[src/rtl/tdm_chain_pkg.sv]
package tdm_chain_pkg;
  typedef enum logic {
    LAYOUT_ONE_LINE = 1'b0,
    LAYOUT_TWO_LINE = 1'b1
  } tdm_layout_e;
  localparam int LINE_COUNT = 2;
endpackage

[src/rtl/tdm_frame_timer.sv]
module tdm_frame_timer #(
  parameter int SLOT_BITS = 32,
  parameter int LOCAL_CH  = 8,
  localparam int FRAME_ONE = SLOT_BITS * 2 * LOCAL_CH,
  localparam int FRAME_TWO = SLOT_BITS * LOCAL_CH,
  localparam int CW        = $clog2(FRAME_ONE)
) (
  input  logic          clk,
  input  logic          rst,
  input  logic          two_line,
  input  logic          fsync,
  output logic [CW-1:0] pos,
  output logic [CW-1:0] nxt_pos,
  output logic          active,
  output logic          frame_end
);
  logic          fs_q;
  logic          synced_q;
  logic [CW-1:0] cnt_q;
  logic [CW-1:0] last;
  logic          sof;

  always_comb begin
    last      = two_line ? CW'(FRAME_TWO - 1) : CW'(FRAME_ONE - 1);
    sof       = fsync & ~fs_q;
    active    = sof | synced_q;
    if (sof)               pos = '0;
    else if (cnt_q == last) pos = '0;
    else                   pos = cnt_q + CW'(1);
    nxt_pos   = (pos == last) ? '0 : pos + CW'(1);
    frame_end = active && (pos == last);
  end

  always_ff @(posedge clk) begin
    if (rst) begin
      fs_q     <= 1'b0;
      synced_q <= 1'b0;
      cnt_q    <= '0;
    end else begin
      fs_q  <= fsync;
      cnt_q <= pos;
      if (sof) synced_q <= 1'b1;
    end
  end
endmodule

[src/rtl/tdm_line_shifter.sv]
module tdm_line_shifter #(
  parameter int SLOT_BITS = 32
) (
  input  logic                 clk,
  input  logic                 rst,
  input  logic                 sdin,
  output logic [SLOT_BITS-1:0] word
);
  logic [SLOT_BITS-2:0] sh_q;

  assign word = {sh_q, sdin};

  always_ff @(posedge clk) begin
    if (rst) sh_q <= '0;
    else     sh_q <= word[SLOT_BITS-2:0];
  end
endmodule

[src/rtl/tdm_fwd_store.sv]
module tdm_fwd_store #(
  parameter int SLOT_BITS = 32,
  parameter int DEPTH     = 8,
  localparam int AW = $clog2(DEPTH),
  localparam int BW = $clog2(SLOT_BITS)
) (
  input  logic                 clk,
  input  logic                 rst,
  input  logic                 we,
  input  logic [AW-1:0]        waddr,
  input  logic [SLOT_BITS-1:0] wdata,
  input  logic                 rd_en,
  input  logic [AW-1:0]        raddr,
  input  logic [BW-1:0]        rbit,
  output logic                 dout
);
  logic [SLOT_BITS-1:0] mem [DEPTH];
  logic [SLOT_BITS-1:0] rword;

  assign rword = mem[raddr];

  always_ff @(posedge clk) begin
    if (we) mem[waddr] <= wdata;
  end

  always_ff @(posedge clk) begin
    if (rst)        dout <= 1'b0;
    else if (rd_en) dout <= rword[rbit];
    else            dout <= 1'b0;
  end
endmodule

[src/rtl/tdm_chain_router.sv]
module tdm_chain_router #(
  parameter int SLOT_BITS = 32,
  parameter int LOCAL_CH  = 8
) (
  input  logic                          clk,
  input  logic                          rst,
  input  logic                          dual_mode,
  input  logic                          fsync,
  input  logic [1:0]                    sdin,
  output logic [1:0]                    fwd_out,
  output logic                          ch_valid,
  output logic [SLOT_BITS*LOCAL_CH-1:0] ch_data
);
  import tdm_chain_pkg::*;

  localparam int HALF      = LOCAL_CH / 2;
  localparam int FRAME_ONE = SLOT_BITS * 2 * LOCAL_CH;
  localparam int CW        = $clog2(FRAME_ONE);
  localparam int BW        = $clog2(SLOT_BITS);
  localparam int SW        = CW - BW;
  localparam int AW        = $clog2(LOCAL_CH);

  tdm_layout_e layout;
  assign layout = tdm_layout_e'(dual_mode);

  logic [CW-1:0] pos, nxt_pos;
  logic          active, frame_end;

  tdm_frame_timer #(.SLOT_BITS(SLOT_BITS), .LOCAL_CH(LOCAL_CH)) timer_i (
    .clk(clk), .rst(rst), .two_line(dual_mode), .fsync(fsync),
    .pos(pos), .nxt_pos(nxt_pos), .active(active), .frame_end(frame_end)
  );

  logic [SLOT_BITS-1:0] word [LINE_COUNT];

  logic [SW-1:0] slot, nslot, far_cnt;
  logic [BW-1:0] bitn, nbit, rbit;
  logic          word_end, primed_q, primed_now, done_q;
  logic [AW-1:0] ch_a, ch_b;

  always_comb begin
    slot       = pos[CW-1:BW];
    bitn       = pos[BW-1:0];
    nslot      = nxt_pos[CW-1:BW];
    nbit       = nxt_pos[BW-1:0];
    rbit       = BW'(SLOT_BITS - 1) - nbit;
    far_cnt    = (layout == LAYOUT_TWO_LINE) ? SW'(HALF) : SW'(LOCAL_CH);
    word_end   = active && (&bitn);
    primed_now = primed_q | frame_end;
    ch_a       = AW'(slot - far_cnt);
    ch_b       = ch_a + AW'(HALF);
  end

  for (genvar l = 0; l < LINE_COUNT; l++) begin : g_line
    logic line_on;
    assign line_on = (l == 0) || (layout == LAYOUT_TWO_LINE);

    tdm_line_shifter #(.SLOT_BITS(SLOT_BITS)) shift_i (
      .clk(clk), .rst(rst), .sdin(sdin[l]), .word(word[l])
    );

    tdm_fwd_store #(.SLOT_BITS(SLOT_BITS), .DEPTH(LOCAL_CH)) store_i (
      .clk(clk), .rst(rst),
      .we(word_end && line_on && (slot < far_cnt)),
      .waddr(slot[AW-1:0]), .wdata(word[l]),
      .rd_en(primed_now && line_on && (nslot < far_cnt)),
      .raddr(nslot[AW-1:0]), .rbit(rbit),
      .dout(fwd_out[l])
    );
  end

  logic [SLOT_BITS-1:0] stage [LOCAL_CH];

  always_ff @(posedge clk) begin
    if (word_end && (slot >= far_cnt)) begin
      stage[ch_a] <= word[0];
      if (layout == LAYOUT_TWO_LINE) stage[ch_b] <= word[1];
    end
  end

  always_ff @(posedge clk) begin
    if (rst) begin
      primed_q <= 1'b0;
      done_q   <= 1'b0;
      ch_valid <= 1'b0;
      ch_data  <= '0;
    end else begin
      if (frame_end) primed_q <= 1'b1;
      done_q   <= frame_end;
      ch_valid <= done_q;
      if (done_q) begin
        for (int i = 0; i < LOCAL_CH; i++)
          ch_data[i*SLOT_BITS +: SLOT_BITS] <= stage[i];
      end
    end
  end
endmodule

[config.mk]
export PLATFORM = sky130hd
export DESIGN_NAME = tdm_chain_router
export DESIGN_NICKNAME = d
export VERILOG_FILES = /design/src/rtl/tdm_chain_pkg.sv /design/src/rtl/tdm_frame_timer.sv /design/src/rtl/tdm_line_shifter.sv /design/src/rtl/tdm_fwd_store.sv /design/src/rtl/tdm_chain_router.sv
export SDC_FILE = /design/constraint.sdc
export NUM_CORES = 1
export LEC_CHECK = 0
export ABC_AREA = 1
export BUFFER_PORTS_ARGS = -buffer_cell sky130_fd_sc_hd__buf_4
export CAP_MARGIN = 20
export CORE_MARGIN = 8
export CORE_UTILIZATION = 30
export CTS_CLUSTER_DIAMETER = 50
export CTS_CLUSTER_SIZE = 8
export DETAILED_ROUTE_END_ITERATION = 6
export GPL_TIMING_DRIVEN = 1
export REMOVE_ABC_BUFFERS = 1
export SYNTH_ARGS = -nofsm -noshare
export SYNTH_HDL_FRONTEND = slang
export SYNTH_SLANG_ARGS = --single-unit
export TNS_END_PERCENT = 30
[constraint.sdc]
create_clock -name clk -period 9.12 [get_ports clk]
set_input_delay 1.824 -clock clk [delete_from_list [all_inputs] [get_ports clk]]
set_output_delay 1.824 -clock clk [all_outputs]
set_load 0.01 [all_outputs]
---- After elaboration in Yosys (flattened, before gate mapping) ----
Memory sizes are Yosys's and may differ from the RTL's. A register that Yosys moved wholly into a read port is not among the register bits.
Index checks and enable logic that the tools add are counted.
cells by class
  bitwise operators ....................... 6
  $lt $le $gt $ge ......................... 4
  muxes and demuxes ....................... 18
  reduce and logical (&&, ||, !) cells .... 12
  equal/unequal tests ..................... 2
  add/subtract/negate cells ............... 5
operator list
  kind                                                                  number
  9-bit two-way mux                                                     4
  9-bit by 1-bit adder with 9-bit output, second input constant         2
  9-bit equality test                                                   2
  1-bit two-way mux                                                     11
  1-bit binary-select mux with 5-bit select                             2
  1-bit logical AND                                                     9
  4-bit < comparator                                                    2
  5-bit by 6-bit < comparator with 1-bit output, second input constant  1
  5-bit AND reduction                                                   1
  5-bit subtractor, first input constant                                1
  4-bit >= comparator                                                   1
  4-bit two-way mux                                                     1
  2-bit OR reduction                                                    2
  3-bit adder, second input constant                                    1
  1-bit NOT                                                             3
  3-bit subtractor                                                      1
  1-bit bitwise OR                                                      2
  1-bit bitwise AND                                                     1
word-level totals
  memories kept ........................... 3
  output and inout port bits .............. 259
  bits of input ports ..................... 6
  bits in registers ....................... 78
  RAM bits ................................ 768
memories
  memory                 depth  width  read ports  clocked after Yosys merged registers in  wr ports  line                    RTL
  g_line[0].store_i.mem  8      32     1           0                                        1         tdm_fwd_store.sv:17     logic [SLOT_BITS-1:0] mem [DEPTH];
  g_line[1].store_i.mem  8      32     1           0                                        1         tdm_fwd_store.sv:17
  stage                  8      32     8           8                                        2         tdm_chain_router.sv:72  logic [SLOT_BITS-1:0] stage [LOCAL_CH];

---- Longest topological paths before layout ----
  depth in word-level cells ............... 11
  mapped depth ............................ 25

---- Hierarchy ----
A second synthesis with hierarchy kept.
second synthesis, totals
  cells, all modules ...................... 4441
  area, all modules ....................... 45313.5 um^2
by module, submodules not included
  module            times used  area each (um^2)  cells an instance
  tdm_chain_router  1           21770.9           2387
  tdm_fwd_store     2           10421.2           860
  tdm_line_shifter  2           894.6             97
  tdm_frame_timer   1           910.9             140

---- Least setup slack after synthesis ----
OpenSTA, ideal clock, no wires.
  path kind ............................... input -> register
  start point ............................. in fsync
  end point ............................... mem g_line[1].store_i.mem[3][0] (enable)
  setup slack ............................. 3.176 ns
  data required time ...................... 8.659 ns
  buffers on the path ..................... 0
  setup time .............................. 0.461 ns
  stages .................................. 14
  data arrival time ....................... 5.483 ns
  cell sequence ........................... inv_1 nor2_2 inv_1 nand2_4 nor2_1 ha_1 inv_1 nor2_1 nand2_2 inv_1 ha_1 and3_1 nand2_1 nor3_1
on the way
  longest elaborated chain between the ends .. 8
  elaborated cells between the ends (all ways) .. 10
  classes of those cells .................. order compare: 1; mux: 3; bitwise: 2; reduce/logical: 4
ends and longest elaborated chain
  item                                     line                    RTL
  start, declared                          tdm_chain_router.sv:8   input logic fsync,
  1-bit bitwise AND                        tdm_frame_timer.sv:25   sof = fsync & ~fs_q;
  9-bit two-way mux                        tdm_frame_timer.sv:27   if (sof) pos = '0;
  named net pos[0]                         tdm_chain_router.sv:26  logic [CW-1:0] pos, nxt_pos;
  5-bit AND reduction                      tdm_chain_router.sv:48  word_end = active && (&bitn);
  1-bit logical AND                        tdm_chain_router.sv:48
  1-bit logical AND (2 in a row)           tdm_chain_router.sv:64  .we(word_end && line_on && (slot < far_cnt)),
  1-bit two-way mux                        tdm_fwd_store.sv:23     if (we) mem[waddr] <= wdata;
  1-bit two-way mux (implied by the code)  tdm_fwd_store.sv:23
  end, declared                            tdm_fwd_store.sv:17
The timed path passes the listed nets, and every way through them passes these cells.

==> metrics.json <==
{
  "run_status": {
    "run_status": "finished clean"
  },
  "clock_tree": {
    "hold_fix_buffers_at_cts": 0,
    "post_cts.resized_instances": 0,
    "clock_network_latency_to_the_later_pin_of_the_worst_skew_pair_ns": 0.77,
    "cts_buffer_depth": 3,
    "htree_levels": 4,
    "clock_sinks": 1102,
    "clk_transition_reported_paths_ns": 0.05,
    "postCtsSetupRepairBufs": 0,
    "clock-root-buffer": "sky130_fd_sc_hd__clkbuf_16",
    "cts_tree": "done",
    "cts_inserted_buffers": 158
  },
  "layout": {
    "nets": 4458,
    "drive_gt1_share_pct": 12.1,
    "syn2layout_area_growth_pct": 19.2,
    "layout.filler_cells": 14363,
    "finalCoreUtilization_pct": 36.0,
    "final_cell_count_no_fill": 6491
  },
  "detailed_routing": {
    "post-route-drc-count": 0,
    "drt_pass1_iterations": 7,
    "post_drt_via_cell_ratio": 4.79,
    "detail-route-antenna-nets": 0,
    "detail_route.iter0.violations": 2825,
    "vias": 31108,
    "wl_per_cell_um": 20.1,
    "postRouteWirelength_mm": 131
  },
  "logic_synthesis": {
    "post-synth-top-count-cell": "sky130_fd_sc_hd__nand2_1",
    "synth_top_area_share_pct": 52.6,
    "synth-warning-count": 0,
    "synthTopCellsByArea": "sky130_fd_sc_hd__edfxtp_1 (53%), sky130_fd_sc_hd__dfxtp_1 (15%), sky130_fd_sc_hd__nand2_1 (11%), sky130_fd_sc_hd__nand3_1 (5.0%), sky130_fd_sc_hd__inv_1 (3.0%)",
    "post_synth_inst_count": 4276,
    "syn_avg_cell_area_um2": 10.3,
    "ys_seq_area_share_pct": 67.8,
    "async_reset_ff_share_pct": 0,
    "post-synth-top-area-cell": "sky130_fd_sc_hd__edfxtp_1",
    "ys.flop_type": "sky130_fd_sc_hd__edfxtp_1",
    "unique_masters_post_synth": 35,
    "post_synth_edffs": 768,
    "syn-cell-area_um2": 43900,
    "synth.ff_latch_count": 1102,
    "yosys-top-cells-count": "sky130_fd_sc_hd__nand2_1 (1235), sky130_fd_sc_hd__edfxtp_1 (768), sky130_fd_sc_hd__nand3_1 (434)"
  },
  "timing": {
    "report.final.setup_viol": 0,
    "timing.final.max_slew_violations": 0,
    "grt_setup_unrepaired": "no",
    "achievable_frequency_mhz": 161,
    "finalWorstPathRequiredPeriod_ns": 6.21,
    "number_of_hold_violations_in_the_final_report": 0,
    "tightest_slew_ns": 1.30,
    "slew-limit-headroom_pct": 13.1,
    "final.period_utilization_pct": 68.1,
    "worst_clock_skew_ns": 0.0275,
    "setup_ws_post_layout_ns": 2.91
  },
  "power_and_ir_drop": {
    "power.share.switching_pct": 20.8,
    "leakage_power_nw": 19.3,
    "netSwitchingPower_mw": 2.27,
    "pwr-share-comb_pct": 1.3,
    "power_density_nw_per_um2": 208,
    "max-vdd-ir-drop_mv": 0.212,
    "fraction_of_power_consumed_by_the_clock_network_pct": 50.0,
    "power_frac_seq_pct": 48.7,
    "total_power_mw": 10.9,
    "internal_power_mw": 8.62
  },
  "floorplan": {
    "placeableCoreArea_um2": 145000,
    "number_of_placement_rows": 140,
    "initial_core_utilization_pct": 30.2,
    "die_x_extent_um": 398,
    "io_pins": 265,
    "die_area_um2": 159000,
    "die_h_um": 398
  },
  "worst_setup_path": {
    "timing_worst_setup_path_type": "in2reg",
    "critical-path-top-delay-family": "simple AND/OR/NAND/NOR gates",
    "cp.required_ns": 9.55,
    "reg2reg_from": "timer_i.cnt_q[0]$_SDFF_PP0_",
    "critical_path_peak_fanout": 65,
    "timing.critical_path.to_type": "register",
    "worstPathCellList": "buf_4, nor2_1, nor2_1, nand3_2, nand2_4, inv_1, nand2_1, ha_1, nand2_1, nor2_1, inv_1, o21ai_1, nand3_1, nor2_1, nand2_4, nand2_2, buf_4",
    "critical-path-max-stage-delay_ns": 0.88,
    "timing.critical_path.mode_cell": "sky130_fd_sc_hd__nor2_1",
    "regToRegSetupSlack_ns": 3.60,
    "arrival_ns": 6.64,
    "worst_reg2reg_path_depth": 15,
    "critical_path_buf_inv_count": 4,
    "endpoint_of_the_most_critical_register_to_register_path": "stage[7][21]$_DFFE_PP_",
    "critPathSlowestCell": "sky130_fd_sc_hd__nand2_2",
    "sort_of_element_at_the_start_of_the_critical_path": "input pin"
  },
  "worst_hold_path": {
    "destination_of_the_worst_hold_path": "ch_data[236]$_SDFFE_PP0P_",
    "hold_path_depth": 2,
    "min_path_type": "reg2reg",
    "worstHoldStart": "ch_data[236]$_SDFFE_PP0P_"
  },
  "global_route": {
    "grt_max_degree": 237,
    "grt_overflow": 0,
    "grt_pass1_wl_mm": 193,
    "globalRouteTotalUtil_pct": 15.9,
    "grt_antenna_before_repair": 2,
    "number_of_global_route_vias_before_repair": 30235
  },
  "placement": {
    "dp_worst_setup_slack_ns": 2.16,
    "post_placement_cell_count": 6202,
    "port_buffers": 264,
    "dp_hpwl_mm": 75.0,
    "globalplace.congestion": 0.799
  },
  "run": {
    "max_cap_violations": 0
  }
}
## area by class of cell
type                    count  area, um^2  area share [%]
clock buffers             269        4440            8.50
clock inverters            18         189           0.361
well taps                1917        2400            4.59
multi-input cells        2509       11700            22.4
inverters                 363        1370            2.63
diodes                      1        2.50         0.00479
flip-flops and latches   1102       29800            56.9
repair buffers            312        2440            4.66
## worst register-to-register path: cells and delay by family (launching register included)
kind                       cells  cell delay, ns
buffers and inverters          3            0.63
adders and majority gates      1            0.36
xor gates and xnor gates       1            0.24
DFF                            1            0.36
and+or+nand+nor                9            3.42
AOI/OAI and AO/OA              1            0.14
## registers in the layout, indices dropped and copies added, names as in the netlist
signal	cells
g_line.store_i.dout	2
g_line.store_i.mem	512
primed_q	1
timer_i.cnt_q	9
g_line.shift_i.sh_q	62
timer_i.fs_q	1
ch_data	256
stage	256
timer_i.synced_q	1
done_q	1
ch_valid	1
## power by group through the flow
stage | sequential [mW] | combinational (mW) | clock [mW]
3_3_place_gp | 5.40 | 0.138 | 0
5_1_grt | 5.30 | 0.148 | 5.75
6_report | 5.31 | 0.139 | 5.45
4_1_cts | 5.31 | 0.139 | 5.54
3_5_place_dp | 5.40 | 0.138 | 0
2_1_floorplan | 5.40 | 0.0540 | 0
## metal layers
metal / up-vias / routed length (um) / GRT usage, %
met1: 15002 / 54900 / 20.6
met3: 237 / 10300 / 3.75
met5: - / 0 / 0
met4: 0 / 3670 / 5.46
met2: 1164 / 61800 / 26.1
li1: 14705 / - / -
## how the worst max path moves through the flow
stage / from / end / slack [ns] / cells past startpoint
finish: dual_mode / stage[7][21]$_DFFE_PP_ / 2.91 / 17
global route: dual_mode / stage[7][31]$_DFFE_PP_ / 2.58 / 17
CTS: dual_mode / stage[2][31]$_DFFE_PP_ / 2.93 / 16
detailed placement: dual_mode / stage[2][18]$_DFFE_PP_ / 2.16 / 16
global placement: dual_mode / stage[1][4]$_DFFE_PP_ / 2.19 / 17
floorplan: done_q$_SDFF_PP0_ / ch_data[0]$_SDFFE_PP0P_ / -1.67 / 3
## through the flow
stage | hold slack (ns) | TNS (ns) | instance area [um^2]
after detailed placement | 0.454 | 0 | 47600
final | 0.459 | 0 | 52300
after global placement | 0.451 | 0 | 47600
after CTS | 0.462 | 0 | 52300
after floorplan | 0.438 | -430.11 | 42600
after global routing | 0.472 | 0 | 52300
## cells by family after synthesis
logic type / share of synthesized area [%]
buffers and inverters: 6.06
AND/OR/NAND/NOR: 18.9
flip-flops: 67.8
adder cells (fa/ha/maj): 0.171
AO/OA/AOI/OAI: 6.96
XOR/XNOR: 0.117
## cell usage in the layout, fill, tap and decap left out, types with 2 or more instances in the layout
cell                           n
sky130_fd_sc_hd__nand3_1     432
sky130_fd_sc_hd__o21ai_0     258
sky130_fd_sc_hd__nand3b_1    114
sky130_fd_sc_hd__nor3_1        2
sky130_fd_sc_hd__clkbuf_16   160
sky130_fd_sc_hd__nor2_1      101
sky130_fd_sc_hd__nor3_2        5
sky130_fd_sc_hd__buf_12        7
sky130_fd_sc_hd__clkinv_2      7
sky130_fd_sc_hd__o211ai_1     58
sky130_fd_sc_hd__clkinv_8      5
sky130_fd_sc_hd__nor2_4        3
sky130_fd_sc_hd__nand2_1    1220
sky130_fd_sc_hd__a21oi_1     259
sky130_fd_sc_hd__o21ai_1       2
sky130_fd_sc_hd__inv_6         7
sky130_fd_sc_hd__clkinv_1      2
sky130_fd_sc_hd__edfxtp_1    768
sky130_fd_sc_hd__dfxtp_1     333
sky130_fd_sc_hd__inv_1       353
sky130_fd_sc_hd__nand2_2      11
sky130_fd_sc_hd__ha_1          6
sky130_fd_sc_hd__nand2_4       8
sky130_fd_sc_hd__clkbuf_1    106
sky130_fd_sc_hd__nor3_4        4
sky130_fd_sc_hd__nand3_4       3
sky130_fd_sc_hd__xor2_4        2
sky130_fd_sc_hd__nor2_2       11
sky130_fd_sc_hd__inv_2         4
sky130_fd_sc_hd__buf_4       304
sky130_fd_sc_hd__clkbuf_8      3
No activity file was read; power rests on OpenSTA's default activity.
